<file path="config.mk">
export PLATFORM = sky130hd
export DESIGN_NAME = addx_unit
export DESIGN_NICKNAME = d
export VERILOG_FILES = /design/src/rtl/addx_pkg.sv /design/src/rtl/addx_operand_sel.sv /design/src/rtl/addx_adder.sv /design/src/rtl/addx_flag_eval.sv /design/src/rtl/addx_unit.sv
export SDC_FILE = /design/constraint.sdc
export NUM_CORES = 1
export LEC_CHECK = 0
export BUFFER_PORTS_ARGS = -buffer_cell sky130_fd_sc_hd__buf_2
export CAP_MARGIN = 20
export CORE_MARGIN = 4
export CORE_UTILIZATION = 55
export DETAILED_ROUTE_END_ITERATION = 6
export PLACE_DENSITY_LB_ADDON = 0.08
export SETUP_SLACK_MARGIN = 0.3
export SYNTH_ARGS = -nofsm -noshare
export SYNTH_HDL_FRONTEND = slang
export SYNTH_HIERARCHICAL = 1
export SYNTH_SLANG_ARGS = --single-unit
</file>
<file path="constraint.sdc">
create_clock -name clk -period 6.8 [get_ports clk]
set_input_delay 0.68 -clock clk [delete_from_list [all_inputs] [get_ports clk]]
set_output_delay 0.68 -clock clk [all_outputs]
set_load 0.01 [all_outputs]
</file>
<file path="src/rtl/addx_pkg.sv">
package addx_pkg;

    typedef enum logic [2:0] {
        OP_ADDE   = 3'd0,
        OP_SUBFE  = 3'd1,
        OP_ADDME  = 3'd2,
        OP_ADDZE  = 3'd3,
        OP_SUBFME = 3'd4,
        OP_SUBFZE = 3'd5,
        OP_NEG    = 3'd6,
        OP_RSVD   = 3'd7
    } addx_op_e;

    typedef struct packed {
        logic ca;
        logic ov;
        logic so;
    } addx_flags_t;

    // Signed overflow of a two-addend sum given the three sign bits.
    function automatic logic sum_overflow(input logic xs, input logic ys, input logic rs);
        return (xs == ys) && (rs != xs);
    endfunction

    // True for operations that write the carry flag.
    function automatic logic writes_carry(input addx_op_e op);
        return (op != OP_NEG) && (op != OP_RSVD);
    endfunction

endpackage

</file>
<file path="src/rtl/addx_operand_sel.sv">
module addx_operand_sel
    import addx_pkg::*;
#(
    parameter int unsigned DATA_W = 64
) (
    input  addx_op_e          op,
    input  logic [DATA_W-1:0] a,
    input  logic [DATA_W-1:0] b,
    input  logic              ca,
    output logic [DATA_W-1:0] x,
    output logic [DATA_W-1:0] y,
    output logic              cin
);
    always_comb begin
        x   = '0;
        y   = '0;
        cin = 1'b0;
        unique case (op)
            OP_ADDE:   begin x = a;  y = b;  cin = ca;   end
            OP_SUBFE:  begin x = ~a; y = b;  cin = ca;   end
            OP_ADDME:  begin x = a;  y = '1; cin = ca;   end
            OP_ADDZE:  begin x = a;  y = '0; cin = ca;   end
            OP_SUBFME: begin x = ~a; y = '1; cin = ca;   end
            OP_SUBFZE: begin x = ~a; y = '0; cin = ca;   end
            OP_NEG:    begin x = ~a; y = '0; cin = 1'b1; end
            default:   begin x = '0; y = '0; cin = 1'b0; end
        endcase
    end
endmodule

</file>
<file path="src/rtl/addx_adder.sv">
module addx_adder #(
    parameter int unsigned DATA_W   = 64,
    parameter int unsigned NARROW_W = 32
) (
    input  logic [DATA_W-1:0] x,
    input  logic [DATA_W-1:0] y,
    input  logic              cin,
    input  logic              wide,
    output logic [DATA_W-1:0] sum,
    output logic              xs,
    output logic              ys,
    output logic              rs
);
    localparam int unsigned HI_W = DATA_W - 1;
    localparam int unsigned LO_W = NARROW_W - 1;

    assign sum = x + y + DATA_W'(cin);

    // Sign bit position depends on the active width.
    assign xs = wide ? x[HI_W]   : x[LO_W];
    assign ys = wide ? y[HI_W]   : y[LO_W];
    assign rs = wide ? sum[HI_W] : sum[LO_W];
endmodule

</file>
<file path="src/rtl/addx_flag_eval.sv">
module addx_flag_eval
    import addx_pkg::*;
#(
    parameter int unsigned DATA_W   = 64,
    parameter int unsigned NARROW_W = 32
) (
    input  addx_op_e          op,
    input  logic              wide,
    input  logic [DATA_W-1:0] a,
    input  logic [DATA_W-1:0] b,
    input  logic [DATA_W-1:0] sum,
    input  logic              ca,
    input  logic              xs,
    input  logic              ys,
    input  logic              rs,
    output logic [DATA_W-1:0] res,
    output logic              ca_next,
    output logic              ca_write,
    output logic              ovf,
    output logic              arith
);
    localparam int unsigned PAD_W = DATA_W - NARROW_W;
    localparam logic [DATA_W-1:0]   MOST_NEG_W = {1'b1, {(DATA_W-1){1'b0}}};
    localparam logic [NARROW_W-1:0] MOST_NEG_N = {1'b1, {(NARROW_W-1){1'b0}}};

    function automatic logic [DATA_W-1:0] at_width(input logic [DATA_W-1:0] v, input logic w);
        return w ? v : {{PAD_W{1'b0}}, v[NARROW_W-1:0]};
    endfunction

    logic [DATA_W-1:0] aw, bw, rw, naw, onesw;
    logic              most_neg;

    assign aw    = at_width(a, wide);
    assign bw    = at_width(b, wide);
    assign rw    = at_width(sum, wide);
    assign naw   = at_width(~a, wide);
    assign onesw = at_width('1, wide);
    assign most_neg = wide ? (a == MOST_NEG_W) : (a[NARROW_W-1:0] == MOST_NEG_N);

    assign arith    = (op != OP_RSVD);
    assign ca_write = writes_carry(op);

    always_comb begin
        res     = sum;
        ca_next = ca;
        ovf     = sum_overflow(xs, ys, rs);
        unique case (op)
            OP_ADDE:   ca_next = (rw < aw) || (ca && (rw == aw));
            OP_SUBFE:  ca_next = !((rw >= bw) && (!ca || (rw != bw)));
            OP_ADDME:  ca_next = (aw != '0) ? 1'b1 : ca;
            OP_ADDZE:  ca_next = (rw < aw);
            OP_SUBFME: ca_next = (aw != onesw) ? 1'b1 : ca;
            OP_SUBFZE: ca_next = !(rw >= naw);
            OP_NEG: begin
                ovf = most_neg;
                res = most_neg ? a : sum;
            end
            default: begin
                ovf = 1'b0;
                res = '0;
            end
        endcase
    end
endmodule

</file>
<file path="src/rtl/addx_unit.sv">
module addx_unit
    import addx_pkg::*;
#(
    parameter int unsigned DATA_W   = 64,
    parameter int unsigned NARROW_W = 32
) (
    input  logic              clk,
    input  logic              rst,
    input  logic              in_valid,
    input  logic [2:0]        in_op,
    input  logic              in_ovf_en,
    input  logic              in_wide,
    input  logic [DATA_W-1:0] in_a,
    input  logic [DATA_W-1:0] in_b,
    output logic              out_valid,
    output logic [DATA_W-1:0] out_result,
    output logic              out_ca,
    output logic              out_ov,
    output logic              out_so
);
    addx_op_e          op;
    addx_flags_t       flags_q;
    logic [DATA_W-1:0] x, y, sum, res;
    logic              cin, xs, ys, rs;
    logic              ca_next, ca_write, ovf, arith;

    assign op = addx_op_e'(in_op);

    addx_operand_sel #(.DATA_W(DATA_W)) u_sel (
        .op(op), .a(in_a), .b(in_b), .ca(flags_q.ca),
        .x(x), .y(y), .cin(cin)
    );

    addx_adder #(.DATA_W(DATA_W), .NARROW_W(NARROW_W)) u_add (
        .x(x), .y(y), .cin(cin), .wide(in_wide),
        .sum(sum), .xs(xs), .ys(ys), .rs(rs)
    );

    addx_flag_eval #(.DATA_W(DATA_W), .NARROW_W(NARROW_W)) u_flags (
        .op(op), .wide(in_wide), .a(in_a), .b(in_b), .sum(sum), .ca(flags_q.ca),
        .xs(xs), .ys(ys), .rs(rs),
        .res(res), .ca_next(ca_next), .ca_write(ca_write), .ovf(ovf), .arith(arith)
    );

    always_ff @(posedge clk) begin
        if (rst) begin
            flags_q    <= '0;
            out_valid  <= 1'b0;
            out_result <= '0;
        end else begin
            out_valid <= in_valid;
            if (in_valid) begin
                out_result <= res;
                if (ca_write) flags_q.ca <= ca_next;
                if (in_ovf_en && arith) begin
                    flags_q.ov <= ovf;
                    if (ovf) flags_q.so <= 1'b1;
                end
            end
        end
    end

    assign out_ca = flags_q.ca;
    assign out_ov = flags_q.ov;
    assign out_so = flags_q.so;
endmodule

</file>
# Word-level counts from Yosys, hierarchy flattened
# Cells that the tools add are included.
# Widths: inputs -> output; s select.
dict set report classes {
  mux 18
  n_lt_le_gt_ge 3
  reduce_logical 21
  n_bitwise 1
  n_addsub 2
  n_eq_ne 17
}
# cell n
set op_table {}
lappend op_table {{$mux 64} 6}
lappend op_table {{$pmux 64 s2} 3}
lappend op_table {{$ge 64x64->1} 2}
lappend op_table {{$ne 64x64->1} 2}
lappend op_table {{$add 64x1->64} 1}
lappend op_table {{$add 64x64->64} 1}
lappend op_table {{$eq 64x64->1} 1}
lappend op_table {{$eq 64x64->1 const B} 1}
lappend op_table {{$lt 64x64->1} 1}
lappend op_table {{$not 64->64} 1}
lappend op_table {{$reduce_bool 64->1} 1}
lappend op_table {{$eq 32x32->1 const B} 1}
lappend op_table {{$eq 3x3->1 const B} 3}
lappend op_table {{$eq 3x2->1 const B} 2}
lappend op_table {{$mux 1} 6}
lappend op_table {{$ne 3x3->1 const B} 2}
lappend op_table {{$pmux 1 s6} 1}
lappend op_table {{$reduce_bool 6->1} 1}
lappend op_table {{$reduce_or 6->1} 1}
lappend op_table {{$logic_and 1x1->1} 5}
lappend op_table {{$reduce_and 5->1} 1}
lappend op_table {{$ne 2x1->1 const B} 2}
lappend op_table {{$pmux 1 s2} 2}
lappend op_table {{$reduce_or 2->1} 2}
lappend op_table {{10 further kinds} 13}
dict set report totals {
  register_bits 68
  wordCells 67
  out_inout_bits 68
  inputBits 136
}

# Logic depth before layout (Yosys ltp)
dict set report depth {
  word_depth 11
  depth_mapped 28
  mapped_depth_nobuf 26
}

# Cells and area by module
# The synthesis kept the hierarchy.
# mod n_inst seq_area_each_um2 cells_each area_per_inst_um2
set by_module_without_submodules {}
lappend by_module_without_submodules {addx_flag_eval 1 0.0 932 6397.4}
lappend by_module_without_submodules {addx_adder 1 0.0 618 4131.5}
lappend by_module_without_submodules {addx_unit 1 1361.3 222 2433.6}
lappend by_module_without_submodules {addx_operand_sel 1 0.0 446 2427.3}

# Worst setup path after synthesis
# No wires, ideal clock.
dict set report synth_timing {
  path_kind {input -> register}
  from {input in_op[0]}
  to {register, netlist name out_ca}
  setup_time_ns 0.070
  arrival_ns 6.025
  n_path_buf 2
  t_required_ns 6.730
  cell_stages 28
  slack_ns 0.705
  cell_sequence {or2_1 -> buf_2 -> buf_4 -> o21ai_1 -> a21oi_1 -> fa_1 -> fa_1 -> a21o_1 -> a31oi_1 -> nor3_1 -> nor3_1 -> o21ai_1 -> a21o_1 -> a21o_1 -> a21oi_1 -> xnor2_1 -> and2_1 -> ha_1 -> and4_1 -> a21oi_1 -> o211ai_1 -> a2111oi_2 -> o21ai_0 -> or4b_1 -> a32o_1 -> nand3_1 -> nand3_1 -> a21oi_1}
}
dict set report synth_via {
  elab_chain_len 11
  elab_cells_between_ends 37
  classes_between {add/sub (2); order compare (3); eq/ne (12); mux (5); reduce/logical (15)}
}
# element line
set synth_rtl {}
lappend synth_rtl {{start, declared} addx_unit.sv:10} ;# input logic [2:0] in_op,
lappend synth_rtl {{$eq 3x1->1, or another cell as far along} addx_operand_sel.sv:18} ;# unique case (op)
lappend synth_rtl {{$reduce_or 4->1 (no line) or $reduce_or 3->1 (tied branches)} -}
lappend synth_rtl {{$pmux 64 s2 (*)} addx_operand_sel.sv:18}
lappend synth_rtl {{net x[0]} addx_unit.sv:23} ;# logic [DATA_W-1:0] x, y, sum, res;
lappend synth_rtl {{$add 64x64->64 (*)} addx_adder.sv:17} ;# assign sum = x + y + DATA_W'(cin);
lappend synth_rtl {{$add 64x1->64 (*)} addx_adder.sv:17}
lappend synth_rtl {{net sum[38]} addx_unit.sv:23}
lappend synth_rtl {{$mux 64 (*)} addx_flag_eval.sv:27} ;# return w ? v : {{PAD_W{1'b0}}, v[NARROW_W-1:0]};
lappend synth_rtl {{parallel branches: the longest is 4 deep, another holds $ge 64x64->1} -}
lappend synth_rtl {{$pmux 1 s6 (*)} addx_flag_eval.sv:47} ;# unique case (op)
lappend synth_rtl {{net ca_next} addx_unit.sv:25} ;# logic ca_next, ca_write, ovf, arith;
# Mark *: on every way through the listed nets, which the timed path passes.
# A chain may end at the register's enable or synchronous reset.

# Final worst setup path
dict set report layout_timing {
  from {input in_op[1]}
  to {register, netlist name out_ca}
}
dict set report layout_via {
  elab_chain_len 11
  elab_cells_between_ends 37
  classes_between {add/sub (2); order compare (3); eq/ne (12); mux (5); reduce/logical (15)}
}
# element line
set layout_rtl {}
lappend layout_rtl {{$eq 3x1->1, or another cell as far along} addx_operand_sel.sv:18}
lappend layout_rtl {{$reduce_or 4->1 (no line) or $reduce_or 3->1 (tied branches)} -}
lappend layout_rtl {{$pmux 64 s2 (*)} addx_operand_sel.sv:18}
lappend layout_rtl {{net x[44]} addx_unit.sv:23}
lappend layout_rtl {{$add 64x64->64 (*)} addx_adder.sv:17}
lappend layout_rtl {{$add 64x1->64 (*)} addx_adder.sv:17}
lappend layout_rtl {{net sum[55]} addx_unit.sv:23}
lappend layout_rtl {{$mux 64 (*)} addx_flag_eval.sv:27}
lappend layout_rtl {{parallel branches: the longest is 4 deep, another holds $ge 64x64->1} -}
lappend layout_rtl {{$pmux 1 s6 (*)} addx_flag_eval.sv:47}
lappend layout_rtl {{net ca_next} addx_unit.sv:25}
# Marked as above.

==> results.txt <==
* Skew-Pair Late Insertion Delay: 0.36 ns
* Post-layout min period: 6.32 ns
- Number of buffers between clock root and the deepest sink: 2
* Mapped Area: 15400 sq um
* Main flop type after synthesis: dfxtp_1
- Worst setup skew after layout: 0.0106 ns
- Dividing the detail-routed wire length by the instance count gives 21.4 um.
- Combined global-route utilization of all metal layers: 0.369
* Final total negative setup slack: 0 ns
- Areal power density over the cells: between 200 and 250 nW/um^2
* Detailed-route via count: 18.5k
- Entering global routing, the biggest net connects just under 100 pins.
- Total Nets Final: 2876
* Share of power burned in the clock network: 0.131
- The worst pin sits at a relative slew slack of 0.226.
* Number of buffers created by CTS: 9
- Min-delay worst type: flip-flop to flip-flop
- The number of antenna violations at the first check in global routing is 2.
* Final slew viol count: 0
- The internal power of the cells totals about 2 mW.
- For this configuration, the core starts out at a cell density of 0.565.
- The synthesized netlist contains 88 unique library cells.
- Setup repair after global routing left no endpoint under its margin.
- TritonCTS built the clock tree.
- Kind of capture point of the worst setup path: flip-flop
* Relative contribution of sequential cells to total power: 0.126
* Std cell rows: 60
* Growth of design area from synthesis to finish: 19.1%
* Max_cap viols: 0
- NetSw: between 1.5 and 2 mW
- STA puts the critical path data arrival time at 6.53 ns.
- The critical path is of the input port to flip-flop type.
- The die is approximately 180 um wide.
- Number of fillers in the final layout: roughly 2.5k
* Port Buffers: 203
* Overall routed net length: 61.4 mm
* Number of sinks driven by the clock tree: 68
- EDFF count, synth: 0
* Switching Share: 0.498
- In this run the vertical extent of the chip is 175 um.
* Standard cell with the maximum stage delay on the critical path: or3_4
- Maximum net fanout on the critical path: 42
- Via-to-Cell Ratio: 6.46
- Required time at the worst-slack endpoint: around 7 ns
- On the worst path, the slowest cell contributes a delay of ~0.42 ns.
- Share of the yosys chip area belonging to registers: 0.0885
* Layout cells sized above 1: 0.193
- Final Core Density: 0.673
- Root buffer cell: clkbuf_16
- DP HPWL: between 40 and 50 mm
- Global routing finished with a remaining overflow of 0.
- Core Region: 27300 sq um
* Num ports: between 200 and 250
- The share of total power dissipated in combinational logic is 0.743.
- After clock tree synthesis, the flow added hold-fix buffers numbering 0.
- The Yosys step of the flow raised 6 warnings.
- The number of nets handed over by synthesis was 2607.
* Antenna violation net count after detailed routing: 0
* Final estimated routing congestion in global placement: approximately 1.0
- Number of instances in the synthesized netlist: 2218
* Via count of the first global-routing pass: 17.0k
- Area used by sequential logic in the layout: ~1400 sq um
- Drc violations: 0
- The synthesized design contains 68 register bits.
- For the pin with the worst max-slew slack, the measured transition is 1.16 ns.
- Setup violations remaining at the end of the flow were counted as 0.
- Initial detailed-routing violation count: 2175
- The first detailed-routing pass took 6 iterations.
- The first global-routing pass estimated 92.0 mm of wire.
- VDD sags by at most 0.166 mV.
- Averaged over all synthesized cells, the footprint is between 6 and 7 sq um.
- After clock tree synthesis, the clock-pin slew on the worst setup and hold paths is around 0.070 ns.
- After synthesis, the share of flip-flops with an asynchronous set or reset is 0.
- Run status: completed
* Peak Freq: about 160 MHz
- Leakage power: 8.94 nW
* Number of levels the H-tree was split into: 3
- The die covers 30700 sq um.
- Hold Slack: 0.456 ns
* Footprint of the multi-input gates: 13200 sq um
* Worst setup SP type: input port
- Share of the clock period used by the worst path after layout: 0.930
* Number of endpoints with negative hold slack in the final report: 0
## cell usage in the layout, fill, tap and decap left out, types with 68 or more instances in the layout
cell	count
o21ai_0	94
nand2_1	252
buf_2	199
nor2_1	120
ha_1	244
a21oi_1	278
buf_4	173
dfxtp_1	68
xor2_1	84
inv_1	107
o21ai_1	133
## repair_timing
action | CTS | global route
resized for setup | 7 | 68
pin swaps | 1 | 14
setup buffers | 0 | 14
cloned | 0 | 3
setup endpoints to repair | 1 | 1
## Yosys cell counts (all sizes together), types with 64 or more instances
| cell type | count | area (sq um) |
|---|---|---|
| a21oi | 285 | 1440 |
| and2 | 64 | 400 |
| clkbuf | 69 | 274 |
| dfxtp | 68 | 1360 |
| ha | 251 | 3140 |
| inv | 108 | 405 |
| mux2i | 66 | 661 |
| nand2 | 253 | 957 |
| nand4 | 67 | 425 |
| nor2 | 123 | 464 |
| o21ai | 236 | 1180 |
| xor2 | 84 | 736 |
## flip-flops by register name (all words and copies together), names as in the netlist
name,cells
out_ca,1
out_ov,1
out_valid,1
out_so,1
out_result,64
## kinds of logic (layout without fill, tap and decap cells)
family                     Yosys count  in the layout  synth area share
and+or+nand+nor                    723            723             0.234
other                                0              1                 0
AOI/OAI and AO/OA                  748            748             0.287
xor gates and xnor gates           119            119            0.0677
DFF                                 68             68            0.0885
adders and majority gates          253            253             0.207
buffers and inverters              238            512            0.0715
muxes                               69             69            0.0451
## worst max-delay path: cells and delay by family
family	cells	cell delay, ns
fa+ha+maj	2	0.74
compound gates	8	1.23
simple gates	11	2.18
xor+xnor	2	0.32
buf+inv	6	1.27
## final timing paths
path	cells past startpoint	slack, ns	to	startpoint
worst max-delay path	29	0.48	out_ca$_SDFFE_PP0P_	in_op[1]
worst min-delay path	2	0.46	out_so$_SDFFE_PP0P_	out_so$_SDFFE_PP0P_
worst max register to register	29	0.90	out_ca$_SDFFE_PP0P_	out_ca$_SDFFE_PP0P_
worst min register to register	2	0.46	out_so$_SDFFE_PP0P_	out_so$_SDFFE_PP0P_
## stage by stage
step           worst slack, ns  power [mW]  cells  area (sq um)
6_report                 0.476        3.92   2865         18300
5_1_grt                  0.207        4.20   2865         18300
4_1_cts                  0.328        3.75   2847         17900
3_5_place_dp            -0.351        3.22   2831         17500
3_3_place_gp            -0.293        3.15   2831         17500
2_1_floorplan            0.705        2.26   2218         15400
## final cells by class
type                       instances  area share
multi-input combinational       1912       0.721
timing repair buffer             388       0.141
sequential                        68      0.0743
tap                              372      0.0254
inverter                         108      0.0221
clock buffer                      12      0.0145
clock inverter                     4     0.00171
antenna                            1    0.000136
## metal layers
metal	global-route usage	routed length, um
met1	0.539	26700
met2	0.552	25800
met3	0.0644	7140
met4	0.113	1710
met5	0	17
## power by group through the flow
| stage | clock network, mW | registers [mW] | logic, mW |
|---|---|---|---|
| 6_report | 0.514 | 0.495 | 2.91 |
| 4_1_cts | 0.518 | 0.494 | 2.74 |
| 2_1_floorplan | 0 | 0.531 | 1.72 |
| 5_1_grt | 0.536 | 0.503 | 3.16 |
| 3_3_place_gp | 0 | 0.499 | 2.65 |
| 3_5_place_dp | 0 | 0.502 | 2.72 |
(Power assumes the default switching activity.)
